<file path="config.mk">
export PLATFORM = sky130hd
export DESIGN_NAME = locality_owner_arb
export DESIGN_NICKNAME = d
export VERILOG_FILES = /design/src/rtl/loc_arb_pkg.sv /design/src/rtl/loc_addr_decode.sv /design/src/rtl/loc_request_bank.sv /design/src/rtl/loc_owner_ctrl.sv /design/src/rtl/loc_readback.sv /design/src/rtl/locality_owner_arb.sv
export SDC_FILE = /design/constraint.sdc
export NUM_CORES = 1
export LEC_CHECK = 0
export ABC_AREA = 1
export BUFFER_PORTS_ARGS = -buffer_cell sky130_fd_sc_hd__clkbuf_2
export CORE_MARGIN = 3
export CORE_UTILIZATION = 44
export DETAILED_ROUTE_END_ITERATION = 12
export GPL_TIMING_DRIVEN = 0
export PLACE_DENSITY_LB_ADDON = 0.1
export SLEW_MARGIN = 40
export SYNTH_ARGS = -nofsm -noshare
export SYNTH_HDL_FRONTEND = slang
export SYNTH_SLANG_ARGS = --single-unit
</file>
<file path="constraint.sdc">
create_clock -name clk -period 1.42 [get_ports clk]
set_input_delay 0.142 -clock clk [delete_from_list [all_inputs] [get_ports clk]]
set_output_delay 0.142 -clock clk [all_outputs]
set_load 0.02 [all_outputs]
</file>
<file path="src/rtl/loc_arb_pkg.sv">
package loc_arb_pkg;
    // Bit positions inside a locality's ownership register.
    localparam int unsigned OWN_VALID_BIT  = 7;
    localparam int unsigned OWN_ACTIVE_BIT = 5;
    localparam int unsigned OWN_WAIT_BIT   = 2;
    localparam int unsigned OWN_ASK_BIT    = 1;
    localparam int unsigned OWN_REG_W      = 8;
endpackage

</file>
<file path="src/rtl/loc_addr_decode.sv">
module loc_addr_decode #(
    parameter int unsigned NUM_LOC = 5,
    parameter int unsigned LOC_LSB = 12,
    parameter int unsigned LOC_W   = 3,
    localparam int unsigned ADDR_W = LOC_LSB + LOC_W
) (
    input  logic [ADDR_W-1:0]  addr,
    output logic [LOC_W-1:0]   loc_idx,
    output logic               reg_hit,
    output logic [NUM_LOC-1:0] loc_sel
);
    logic in_range;
    logic at_base;

    assign loc_idx  = addr[LOC_LSB +: LOC_W];
    assign in_range = (loc_idx < LOC_W'(NUM_LOC));
    assign at_base  = (addr[LOC_LSB-1:0] == '0);
    assign reg_hit  = in_range && at_base;

    for (genvar g = 0; g < NUM_LOC; g++) begin : g_sel
        assign loc_sel[g] = reg_hit && (loc_idx == LOC_W'(g));
    end
endmodule

</file>
<file path="src/rtl/loc_request_bank.sv">
module loc_request_bank #(
    parameter int unsigned NUM_LOC = 5
) (
    input  logic               clk,
    input  logic               rst_n,
    input  logic [NUM_LOC-1:0] set_vec,
    input  logic [NUM_LOC-1:0] clr_vec,
    output logic [NUM_LOC-1:0] req_q
);
    typedef struct packed {
        logic [NUM_LOC-1:0] req;
    } bank_t;

    bank_t st_d, st_q;

    always_comb begin
        st_d = st_q;
        // A grant in the same cycle wins over a new request bit.
        st_d.req = (st_q.req | set_vec) & ~clr_vec;
    end

    always_ff @(posedge clk) begin
        if (!rst_n) begin
            st_q <= '0;
        end else begin
            st_q <= st_d;
        end
    end

    assign req_q = st_q.req;
endmodule

</file>
<file path="src/rtl/loc_owner_ctrl.sv">
module loc_owner_ctrl #(
    parameter int unsigned NUM_LOC = 5,
    parameter int unsigned LOC_W   = 3
) (
    input  logic               clk,
    input  logic               rst_n,
    input  logic [NUM_LOC-1:0] req_vec,
    input  logic               release_hit,
    output logic               own_valid,
    output logic [LOC_W-1:0]   own_id,
    output logic [NUM_LOC-1:0] own_sel,
    output logic [NUM_LOC-1:0] grant_vec,
    output logic               change
);
    typedef struct packed {
        logic             valid;
        logic [LOC_W-1:0] id;
        logic             evt;
    } owner_t;

    owner_t             st_d, st_q;
    logic [LOC_W-1:0]   pick;
    logic               any_req;

    // Highest-numbered requester: later loop iterations override earlier ones.
    always_comb begin
        pick = '0;
        for (int i = 0; i < NUM_LOC; i++) begin
            if (req_vec[i]) begin
                pick = LOC_W'(i);
            end
        end
    end

    assign any_req = |req_vec;

    always_comb begin
        st_d      = st_q;
        st_d.evt  = 1'b0;
        grant_vec = '0;
        if (st_q.valid) begin
            if (release_hit) begin
                st_d.valid = 1'b0;
                st_d.evt   = 1'b1;
            end
        end else if (any_req) begin
            st_d.valid      = 1'b1;
            st_d.id         = pick;
            st_d.evt        = 1'b1;
            grant_vec[pick] = 1'b1;
        end
    end

    always_ff @(posedge clk) begin
        if (!rst_n) begin
            st_q <= '0;
        end else begin
            st_q <= st_d;
        end
    end

    for (genvar g = 0; g < NUM_LOC; g++) begin : g_own
        assign own_sel[g] = st_q.valid && (st_q.id == LOC_W'(g));
    end

    assign own_valid = st_q.valid;
    assign own_id    = st_q.id;
    assign change    = st_q.evt;
endmodule

</file>
<file path="src/rtl/loc_readback.sv">
module loc_readback
    import loc_arb_pkg::*;
#(
    parameter int unsigned NUM_LOC = 5
) (
    input  logic                 reg_hit,
    input  logic [NUM_LOC-1:0]   loc_sel,
    input  logic [NUM_LOC-1:0]   req_vec,
    input  logic [NUM_LOC-1:0]   own_sel,
    output logic [OWN_REG_W-1:0] rdata
);
    logic [NUM_LOC-1:0] others_wait;

    // For each locality: does any other locality have a request outstanding?
    for (genvar g = 0; g < NUM_LOC; g++) begin : g_wait
        logic [NUM_LOC-1:0] mask;
        always_comb begin
            mask    = '1;
            mask[g] = 1'b0;
        end
        assign others_wait[g] = |(req_vec & mask);
    end

    always_comb begin
        rdata = '0;
        if (reg_hit) begin
            rdata[OWN_VALID_BIT]  = 1'b1;
            rdata[OWN_ACTIVE_BIT] = |(loc_sel & own_sel);
            rdata[OWN_WAIT_BIT]   = |(loc_sel & own_sel & others_wait);
            rdata[OWN_ASK_BIT]    = |(loc_sel & req_vec);
        end
    end
endmodule

</file>
<file path="src/rtl/locality_owner_arb.sv">
module locality_owner_arb
    import loc_arb_pkg::*;
#(
    parameter int unsigned NUM_LOC = 5,
    parameter int unsigned LOC_LSB = 12,
    parameter int unsigned LOC_W   = 3,
    localparam int unsigned ADDR_W = LOC_LSB + LOC_W
) (
    input  logic                 clk,
    input  logic                 rst_n,
    input  logic [ADDR_W-1:0]    bus_addr,
    input  logic [OWN_REG_W-1:0] bus_wdata,
    input  logic                 bus_we,
    output logic [OWN_REG_W-1:0] bus_rdata,
    output logic                 owner_valid,
    output logic [LOC_W-1:0]     owner_id,
    output logic                 owner_change
);
    logic [LOC_W-1:0]   loc_idx;
    logic               reg_hit;
    logic [NUM_LOC-1:0] loc_sel;
    logic [NUM_LOC-1:0] req_q;
    logic [NUM_LOC-1:0] own_sel;
    logic [NUM_LOC-1:0] grant_vec;
    logic [NUM_LOC-1:0] wr_sel;
    logic [NUM_LOC-1:0] ask_set;
    logic               release_hit;

    loc_addr_decode #(
        .NUM_LOC (NUM_LOC),
        .LOC_LSB (LOC_LSB),
        .LOC_W   (LOC_W)
    ) i_decode (
        .addr    (bus_addr),
        .loc_idx (loc_idx),
        .reg_hit (reg_hit),
        .loc_sel (loc_sel)
    );

    assign wr_sel      = bus_we ? loc_sel : '0;
    // A request from the current owner is dropped.
    assign ask_set     = bus_wdata[OWN_ASK_BIT] ? (wr_sel & ~own_sel) : '0;
    // Only the owner's own window can give ownership back.
    assign release_hit = bus_wdata[OWN_ACTIVE_BIT] && |(wr_sel & own_sel);

    loc_request_bank #(
        .NUM_LOC (NUM_LOC)
    ) i_bank (
        .clk     (clk),
        .rst_n   (rst_n),
        .set_vec (ask_set),
        .clr_vec (grant_vec),
        .req_q   (req_q)
    );

    loc_owner_ctrl #(
        .NUM_LOC (NUM_LOC),
        .LOC_W   (LOC_W)
    ) i_owner (
        .clk         (clk),
        .rst_n       (rst_n),
        .req_vec     (req_q),
        .release_hit (release_hit),
        .own_valid   (owner_valid),
        .own_id      (owner_id),
        .own_sel     (own_sel),
        .grant_vec   (grant_vec),
        .change      (owner_change)
    );

    loc_readback #(
        .NUM_LOC (NUM_LOC)
    ) i_read (
        .reg_hit (reg_hit),
        .loc_sel (loc_sel),
        .req_vec (req_q),
        .own_sel (own_sel),
        .rdata   (bus_rdata)
    );

    // loc_idx is only needed by the decoder's own qualification.
    logic unused_idx;
    assign unused_idx = ^loc_idx;
endmodule

</file>
# Word level (Yosys, flattened, before mapping)
# Index checks and enable logic that the tools add are counted.
[op_classes]
muxes = 18
n_eq_ne = 8
n_bitwise = 10
n_reduce_logical = 27
n_lt_le_gt_ge = 3
[ops]
columns = ["operator", "count"]
rows = [
  ["AND 5 bit", 6],
  ["2-to-1 mux 5 bit", 5],
  ["OR reduction 5 bit", 5],
  ["OR reduction 4 bit", 5],
  ["logical AND 1 bit", 13],
  ["== test 3 x 2 -> 1 bit (second input constant)", 4],
  ["zero test 12 bit", 1],
  ["NOT 5 bit", 2],
  ["2-to-1 mux 3 bit", 3],
  ["2-to-1 mux 1 bit", 8],
  ["== test 3 x 1 -> 1 bit (second input constant)", 2],
  ["== test 3 bit (second input constant)", 2],
  ["zero test 3 bit", 2],
  ["bitwise OR 5 bit", 1],
  ["less-than comparator 3 x 4 -> 1 bit (second input constant)", 1],
  ["demux 1 bit (select 3 bit)", 1],
  ["greater-or-equal comparator 3 x 1 -> 1 bit (second input constant)", 1],
  ["less-than comparator 3 bit (second input constant)", 1],
  ["2-to-1 mux 2 bit", 1],
  ["AND reduction 2 bit", 1],
  ["NOT 1 bit", 1],
]
[word_totals]
inputBits = 26
word_cells = 70
regBits = 10
out_inout_bits = 13

# Longest topological paths before layout
# Gate-level depths: netlist (run 1).
[depth]
ltp_word = 12
mapped_depth = 12
ltp_nobuf = 12

# Hierarchy
# From an unflattened synthesis (run 1), not the netlist that was laid out.
[unflattened]
hier_cells = 165
area_unflattened_um2 = 904.6
[modules_own_cells]
columns = ["mod", "cells_each", "seq_area_each_um2", "area_each_um2", "instances"]
rows = [
  ["loc_owner_ctrl", 48, 100.1, 292.8, 1],
  ["loc_readback", 41, 0.0, 200.2, 1],
  ["loc_request_bank", 25, 100.1, 175.2, 1],
  ["loc_addr_decode", 30, 0.0, 136.4, 1],
  ["locality_owner_arb", 21, 0.0, 100.1, 1],
]

# Least setup slack after synthesis (run 1)
# No wires, ideal clock.
[synth_path]
path_kind = "flip-flop to flip-flop"
startpoint = "register i_owner.st_q, in the netlist i_owner.own_valid"
endpoint = "register i_owner.st_q, in the netlist i_owner.own_valid"
setup_ns = 0.122
t_required_ns = 1.298
path_slack_ns = -0.109
arrival_ns = 1.407
period_less_slack_ns = 1.529
stages_incl_launch_ff = 11
n_path_buf = 1
cell_sequence = "dfxtp_1 -> buf_4 -> nand2_1 -> nor3_1 -> nand3_2 -> nand2_1 -> inv_1 -> nand2_2 -> nand2_2 -> nand2_2 -> a21oi_2"
[synth_via]
elab_chain_len = 6
word_cells_on_any_way = 10
classes_between = "2 x mux; 1 x bitwise; 7 x reduce/logical"
[synth_rtl]
columns = ["item", "line", "rtl"]
rows = [
  ["start, declared", "loc_owner_ctrl.sv:21", "owner_t st_d, st_q;"],
  ["start signal, assigned", "loc_owner_ctrl.sv:58", "st_q <= st_d;"],
  ["logical AND 1 bit", "loc_owner_ctrl.sv:63", "assign own_sel[g] = st_q.valid && (st_q.id == LOC_W'(g));"],
  ["AND 5 bit", "locality_owner_arb.sv:44", "assign release_hit = bus_wdata[OWN_ACTIVE_BIT] && |(wr_sel & own_sel);"],
  ["OR reduction 5 bit", "locality_owner_arb.sv:44", ""],
  ["logical AND 1 bit", "locality_owner_arb.sv:44", ""],
  ["2-to-1 mux 1 bit", "loc_owner_ctrl.sv:42", "if (release_hit) begin"],
  ["2-to-1 mux 1 bit *", "loc_owner_ctrl.sv:41", "if (st_q.valid) begin"],
]
# Mark *: on every way between the ends. The rest lies on a longest branch, timed or not.
# A chain may end at the register's enable or synchronous reset.

# Final worst setup path (run 1)
[layout_path]
startpoint = "register i_owner.st_q, in the netlist i_owner.own_valid"
endpoint = "output port bus_rdata[2]"
[layout_via]
elab_chain_len = 5
word_cells_on_any_way = 9
classes_between = "1 x mux; 2 x bitwise; 6 x reduce/logical"
[layout_rtl]
columns = ["item", "line", "rtl"]
rows = [
  ["logical AND 1 bit", "loc_owner_ctrl.sv:63", ""],
  ["AND 5 bit * (2 in series)", "loc_readback.sv:29", "rdata[OWN_WAIT_BIT] = |(loc_sel & own_sel & others_wait);"],
  ["OR reduction 5 bit *", "loc_readback.sv:29", ""],
  ["2-to-1 mux 2 bit *", "loc_readback.sv:26", "if (reg_hit) begin"],
  ["end, declared", "locality_owner_arb.sv:14", "output logic [OWN_REG_W-1:0] bus_rdata,"],
]
# Marks and branches as above.

==> summary.txt, run 1 <==
========================================================================================================
Status                                                                                      finished, violations left
Violations in the final reports                                                             negative setup slack
Synth Area in XOR/XNOR                                                                                0%
Worst hold endpoint                                                                         i_bank.req_q[1]$_SDFF_PN0_
Post-detailed-routing wire length                                                                2470 um
Worst supply voltage drop on vdd                                                                0.420 mV
TritonCTS clock tree                                                                                done
Iter 0 DRT Violations                                                                                 56
Measured slew at the worst slew-check pin                                                         521 ps
Post-synthesis instance area                                                                     796 um2
CP Data Arrival Time                                                                             1620 ps
Source-to-sink clock delay at the later pin of the worst-skew pair                                270 ps
First-pass GRT wire length                                                                       3860 um
Async S/R FF share, synth                                                                             0%
Worst-case reg-to-reg path depth                                                                      11
Classification of the worst-slack hold path                                                 input port to flip-flop
Number of enable flip-flop cells after synthesis                                                       0
Sum Neg Setup Slack                                                                              -694 ps
Final cycle utilization of the critical path                                                        124%
Setup slack of the critical path after layout                                                    -345 ps
Mean cell area of the mapped netlist                                                            6.07 um2
Final hold slack                                                                                  136 ps
Crit-path max FO                                                                                       4
Multi-input gate area in the final layout                                                        569 um2
Synth Instances                                                                                      131
Post-route minimum period                                                                        1770 ps
Area after DPL                                                                                   988 um2
Overall die width                                                                                48.5 um
Worst Setup End Kind                                                                        primary output
Number of maximum-capacitance constraint violations                                                    0
Reg-to-reg endpoint                                                                         i_bank.req_q[0]$_SDFF_PN0_
Drt wl/cell                                                                                      12.3 um
Beginning of the worst hold path                                                                   rst_n
Dominant synthesized flop cell                                                                   dfxtp_1
Synth top area share                                                                               25.2%
Height of the chip                                                                               48.5 um
Number of antenna violations at the first check in global routing                                      0
Count of warnings emitted by yosys                                                                     0
Most instantiated library cell after synthesis                                                   nand2_1
Worst Setup Start Kind                                                                         flip-flop
Endpoints failing setup                                                                                3
Dominant combinational cell family by area after synthesis                                  simple AND/OR/NAND/NOR gates
# DRC                                                                                                  0
Leading area contributor after synthesis                                                         dfxtp_1
Number of synthesized register bits                                                                   10
Unrepaired setup endpoints after global routing                                                      yes
Final net count                                                                                      204
Count of filler cells inserted in the layout                                                         108
Die area                                                                                     0.00235 mm2
Maximum number of pins on one net before global-route repair                                           9
Via count of the first global-routing pass                                                           921
Combined global-route utilization of all metal layers                                              20.7%
Area of the core                                                                             0.00159 mm2
Area delta synth->final                                                                            54.6%
Synth top area cells                                                                        dfxtp_1, nand2_1, nor2_1, inv_1, buf_4
Cell types with the highest counts after synthesis                                          nand2_1, nor2_1, inv_1, dfxtp_1, nor3_1
CTS Root Buffer Type                                                                            clkbuf_4
Area share of fa/ha/maj cells after synthesis                                                         0%
Worst-case clock skew                                                                            6.30 ps
Initial standard-cell utilization of the core                                                      49.9%
FF-to-FF Start                                                                              i_owner.own_valid$_SDFF_PN0_
Post-CTS clock slew at the launch and capture registers of the worst setup and hold paths          60 ps
Post-detail-place hpwl                                                                           1670 um
Max-Slew Margin vs Limit                                                                           65.0%
Number of search-and-repair iterations in the first detailed-routing pass                              4
Via count of the routed design                                                                      1034
Number of core rows                                                                                   14
Required time worst endpoint                                                                     1280 ps
R2R setup slack                                                                                  -140 ps
Count of input and output buffers                                                                     28
Cell area after layout                                                                       0.00123 mm2
CTS H-Tree Depth                                                                                       1
Placer congestion estimate                                                                         0.909
Cell variety after synth                                                                              25
Cts bufs inserted                                                                                      3
Vias per cell                                                                                       5.17
Max Root-Sink Buffers                                                                                  2
Crit Path Category                                                                          flip-flop to primary output
Final cell utilization of the core                                                                 77.2%
Post-synthesis compound-gate area fraction                                                         15.7%
Antenna cells                                                                                          0
Hold_buf cts                                                                                           0
Final hold violation count                                                                             0
Worst hold path cell count                                                                             3
Mux share of post-synthesis cell area                                                                 0%
Post-detailed-route count of antenna-violating nets                                                    0
Power density over cell area                                                                  450 mW/mm2
Top-Level Pins                                                                                        39
Leak                                                                                            0.608 nW
Highest achievable clock rate                                                                    567 MHz
Seq. cell area                                                                                   211 um2
Share of post-route cells with drive strength above 1                                              46.0%
Simple-Gate Fraction of Synth Area                                                                 42.3%
Final global-route overflow total                                                                      0
Number of sinks driven by the clock tree                                                              10
Sequential area share after synthesis                                                              25.2%
Setup slack after placement                                                                      -143 ps
Total count of max-transition violations in the final report                                           0
========================================================================================================
[cell type report]
type	instances	share of cell area, %
inverter	22	6.92
clock buffer	3	1.83
multi-input combinational	96	46.3
timing repair buffer	39	21.4
sequential	10	17.2
tap	24	2.44
buffer	6	3.97
[stage by stage]
| stage | instances | total power, W |
|---|---|---|
| 3_3_place_gp | 186 | 0.000363 |
| 4_1_cts | 199 | 0.000562 |
| 2_1_floorplan | 134 | 0.000330 |
| 5_1_grt | 200 | 0.000581 |
| 6_report | 200 | 0.000553 |
| 3_5_place_dp | 186 | 0.000365 |
[repair_timing]
item                       4_1_cts  5_1_grt
buffers inserted                10        1
gates resized for setup         22       17
setup endpoints to repair        3        6
pin swaps                       13        8
[cells in the final DEF, fill, tap and decap left out, drive strengths merged, types with 5 or more instances in the layout]
master / n
dfxtp: 10
nand2: 28
nand3: 5
clkbuf: 29
inv: 22
nor3: 7
nand4: 6
a21oi: 7
buf: 19
nor2: 26
[cells by family after synthesis]
kind of cell | Yosys count
simple gates | 73
buf+inv | 28
compound gates | 19
flops | 10
other cells | 1
[state kept, by name, indices dropped and copies added, names as in the netlist]
register           count
i_owner.change         1
i_owner.own_id         3
i_owner.own_valid      1
i_bank.req_q           5
[per-layer routing]
metal  track usage (%)  share of wire [%]
met1              22.8                 40
met2              36.5                 49
met3              6.13                9.2
met4              9.48                1.8
met5                 0                  0
[worst max-delay path, stage by stage (launching register included)]
cell and delay [ps]:
dfxtp_2 330, buf_6 120, nand3_4 90, nor2_4 110, nand4_1 150, nand2_1 140, nand2_1 60, o211a_1 110
nand2_1 90, clkbuf_8 140
[worst max-delay path by stage]
stage | startpoint | to | slack [ps] | cells after the start
floorplan | i_owner.own_valid$_SDFF_PN0_ | i_owner.own_valid$_SDFF_PN0_ | 9 | 10
global placement | bus_addr[13] | bus_rdata[1] | -120 | 9
detailed placement | bus_addr[13] | bus_rdata[1] | -140 | 9
CTS | i_owner.own_valid$_SDFF_PN0_ | bus_rdata[2] | -260 | 7
global route | i_owner.own_valid$_SDFF_PN0_ | bus_rdata[2] | -390 | 9
finish | i_owner.own_valid$_SDFF_PN0_ | bus_rdata[2] | -350 | 9
[where the power goes]
part            switching, W  leakage [nW]  internal (W)   total, W
sequential     0.00000000436        0.0837      0.000277   0.000277
combinational      0.0000484         0.511     0.0000365  0.0000849
clock              0.0000941        0.0138     0.0000979   0.000192
No activity file was read; power rests on OpenSTA's default activity.
==> run 2, diff against run 1 <==
--- a/config.mk
+++ b/config.mk
@@ -7,11 +7,13 @@
 export LEC_CHECK = 0
 export ABC_AREA = 1
 export BUFFER_PORTS_ARGS = -buffer_cell sky130_fd_sc_hd__clkbuf_2
-export CORE_MARGIN = 3
+export CORE_MARGIN = 2
 export CORE_UTILIZATION = 44
 export DETAILED_ROUTE_END_ITERATION = 12
 export GPL_TIMING_DRIVEN = 0
 export PLACE_DENSITY_LB_ADDON = 0.1
+export RECOVER_POWER = 25
+export SKIP_CTS_REPAIR_TIMING = 1
 export SLEW_MARGIN = 40
 export SYNTH_ARGS = -nofsm -noshare
 export SYNTH_HDL_FRONTEND = slang
==> summary.txt, run 2 (same netlist as run 1, synthesis figures left out) <==
========================================================================================================
Status                                                                                      finished, violations left
Violations in the final reports                                                             negative setup slack
Final hold slack                                                                                  138 ps   +1.90 ps
Total count of max-transition violations in the final report                                           0   unchanged
First-pass GRT wire length                                                                       3170 um   -18%
Number of antenna violations at the first check in global routing                                      0   unchanged
CP Data Arrival Time                                                                             1560 ps   -60 ps
Overall die width                                                                                46.5 um   -4.1%
Leak                                                                                            0.553 nW   -9.0%
Top-Level Pins                                                                                        39   unchanged
Crit-path max FO                                                                                       4   unchanged
Final net count                                                                                      200   -2.0%
Max Root-Sink Buffers                                                                                  2   unchanged
TritonCTS clock tree                                                                                done
Count of input and output buffers                                                                     28   unchanged
Worst Setup Start Kind                                                                         flip-flop
Antenna cells                                                                                          0   unchanged
Final hold violation count                                                                             0   unchanged
Largest incremental delay on the critical path                                                    330 ps   about the same
Post-detail-place hpwl                                                                           1570 um   -6.1%
Drt wl/cell                                                                                      11.9 um   -3.3%
Power density over cell area                                                                  470 mW/mm2   +4.5%
Area of the core                                                                             0.00171 mm2   +7.1%
Initial standard-cell utilization of the core                                                      46.6%   -3.3 points
Via count of the routed design                                                                      1010   -2.3%
Endpoints failing setup                                                                                3   unchanged
Worst supply voltage drop on vdd                                                                0.448 mV   +6.7%
Number of maximum-capacitance constraint violations                                                    0   unchanged
Post-detailed-routing wire length                                                                2350 um   -4.8%
Worst-case clock skew                                                                            6.21 ps   -0.0935 ps
Iter 0 DRT Violations                                                                                 35   -38%
Cell at the slowest stage of the critical path                                                   dfxtp_2
Final cycle utilization of the critical path                                                        120%   -4.1 points
Die area                                                                                     0.00216 mm2   -8.1%
List of cells traversed by the critical path                                                buf_6 > buf_4 > nand4_1 > nor2_1 > nand2_1 > o211a_1 > nand2_1 > buf_6
Cell Count, Final, Fillers Out                                                                       197   -1.5%
Maximum number of pins on one net before global-route repair                                          10   +1
CTS Root Buffer Type                                                                            clkbuf_4
Area delta synth->final                                                                            47.5%
Max-Slew Margin vs Limit                                                                           65.1%   about the same
Setup slack of the critical path after layout                                                    -286 ps   +58.9 ps
Final global-route overflow total                                                                      0   unchanged
Classification of the worst-slack hold path                                                 input port to flip-flop
Most frequent cells in the layout                                                           nand2_1, clkbuf_2, nor2_1, inv_1, buf_4
CTS H-Tree Depth                                                                                       1   unchanged
Combined global-route utilization of all metal layers                                              20.4%   -0.28 points
Post-CTS clock slew at the launch and capture registers of the worst setup and hold paths          60 ps   about the same
Placer congestion estimate                                                                         0.883   -2.9%
Height of the chip                                                                               46.5 um   -4.1%
Cell Count Post-Placement                                                                            187   +0.54%
Highest achievable clock rate                                                                    586 MHz   +3.4%
Cts bufs inserted                                                                                      3   unchanged
Required time worst endpoint                                                                     1280 ps   about the same
Worst Setup End Kind                                                                        primary output
Via count of the first global-routing pass                                                           803   -13%
Sum Neg Setup Slack                                                                              -484 ps   +210 ps
Number of flip-flops in the largest register                                                           5   unchanged
Leading cell type in the layout, fill and taps excluded                                          nand2_1
Count of filler cells inserted in the layout                                                         149   +38%
# DRC                                                                                                  0   unchanged
Crit Path Category                                                                          flip-flop to primary output
Source-to-sink clock delay at the later pin of the worst-skew pair                                270 ps   about the same
Post-route minimum period                                                                        1710 ps   -58.9 ps
Unrepaired setup endpoints after global routing                                                      yes
Number of search-and-repair iterations in the first detailed-routing pass                              4   unchanged
Post-detailed-route count of antenna-violating nets                                                    0   unchanged
Share of post-route cells with drive strength above 1                                              43.6%   -2.4 points
Measured slew at the worst slew-check pin                                                         520 ps   -0.681 ps
Vias per cell                                                                                       5.13   -0.83%
Number of sinks driven by the clock tree                                                              10   unchanged
Number of core rows                                                                                   15   +1
========================================================================================================
-- run 2: cell count changes in the layout (fill, tap and decap cells not counted), moves of 3 or more --
cell,before,now
clkbuf_2,25,20
buf_6,6,2
clkbuf_1,0,4
nor2_2,7,4
-- run 2: worst max-delay path, delay by kind of cell, from the launching register on --
family          cells  cell delay (ps)
simple gates        4              480
flops               1              330
buf+inv             3              350
compound gates      1              130
-- run 2: cell type report --
cell class                      instances  area [um2]  area share (%)
Multi-Input combinational cell         96         573            48.8
Sequential cell                        10         211            18.0
Inverter                               22        85.1            7.25
Buffer                                  6        48.8            4.16
Tap cell                               25        31.3            2.67
Timing Repair Buffer                   35         201            17.2
Clock buffer                            3        22.5            1.92
-- run 2: layer usage --
layer | vias to the layer above | global-route usage, % | part of all wire, %
met5 | - | 0 | 0
met3 | 4 | 5.88 | 7.6
met2 | 47 | 35.0 | 50
met4 | 0 | 5.14 | 1.1
li1 | 505 | - | -
met1 | 454 | 24.7 | 41
-- run 2: final timing paths --
path,start,end,slack (ps),cells after the start
max,i_owner.own_valid$_SDFF_PN0_,bus_rdata[2],-290,8
min,rst_n,i_owner.change$_SDFF_PN0_,140,3
max reg2reg,i_owner.own_valid$_SDFF_PN0_,i_owner.own_valid$_SDFF_PN0_,70,10
min reg2reg,i_bank.req_q[2]$_SDFF_PN0_,i_bank.req_q[2]$_SDFF_PN0_,510,2
-- run 2: per-stage QoR --
stage | utilization (%) | power (W) | setup WS, ps | instance area [um2]
4_1_cts | 59.3 | 0.000555 | -380 | 1010
6_report | 68.7 | 0.000552 | -286 | 1170
3_5_place_dp | 57.9 | 0.000366 | -172 | 990
2_1_floorplan | - | 0.000330 | 8.72 | 818
5_1_grt | 68.7 | 0.000585 | -342 | 1170
3_3_place_gp | 57.9 | 0.000363 | -118 | 990
-- run 2: where the power goes --
group	total [W]	switching [W]	internal [W]	leakage, nW
logic	0.0000864	0.0000495	0.0000369	0.456
clock network	0.000189	0.0000913	0.0000977	0.0138
registers	0.000277	0.00000000435	0.000277	0.0837
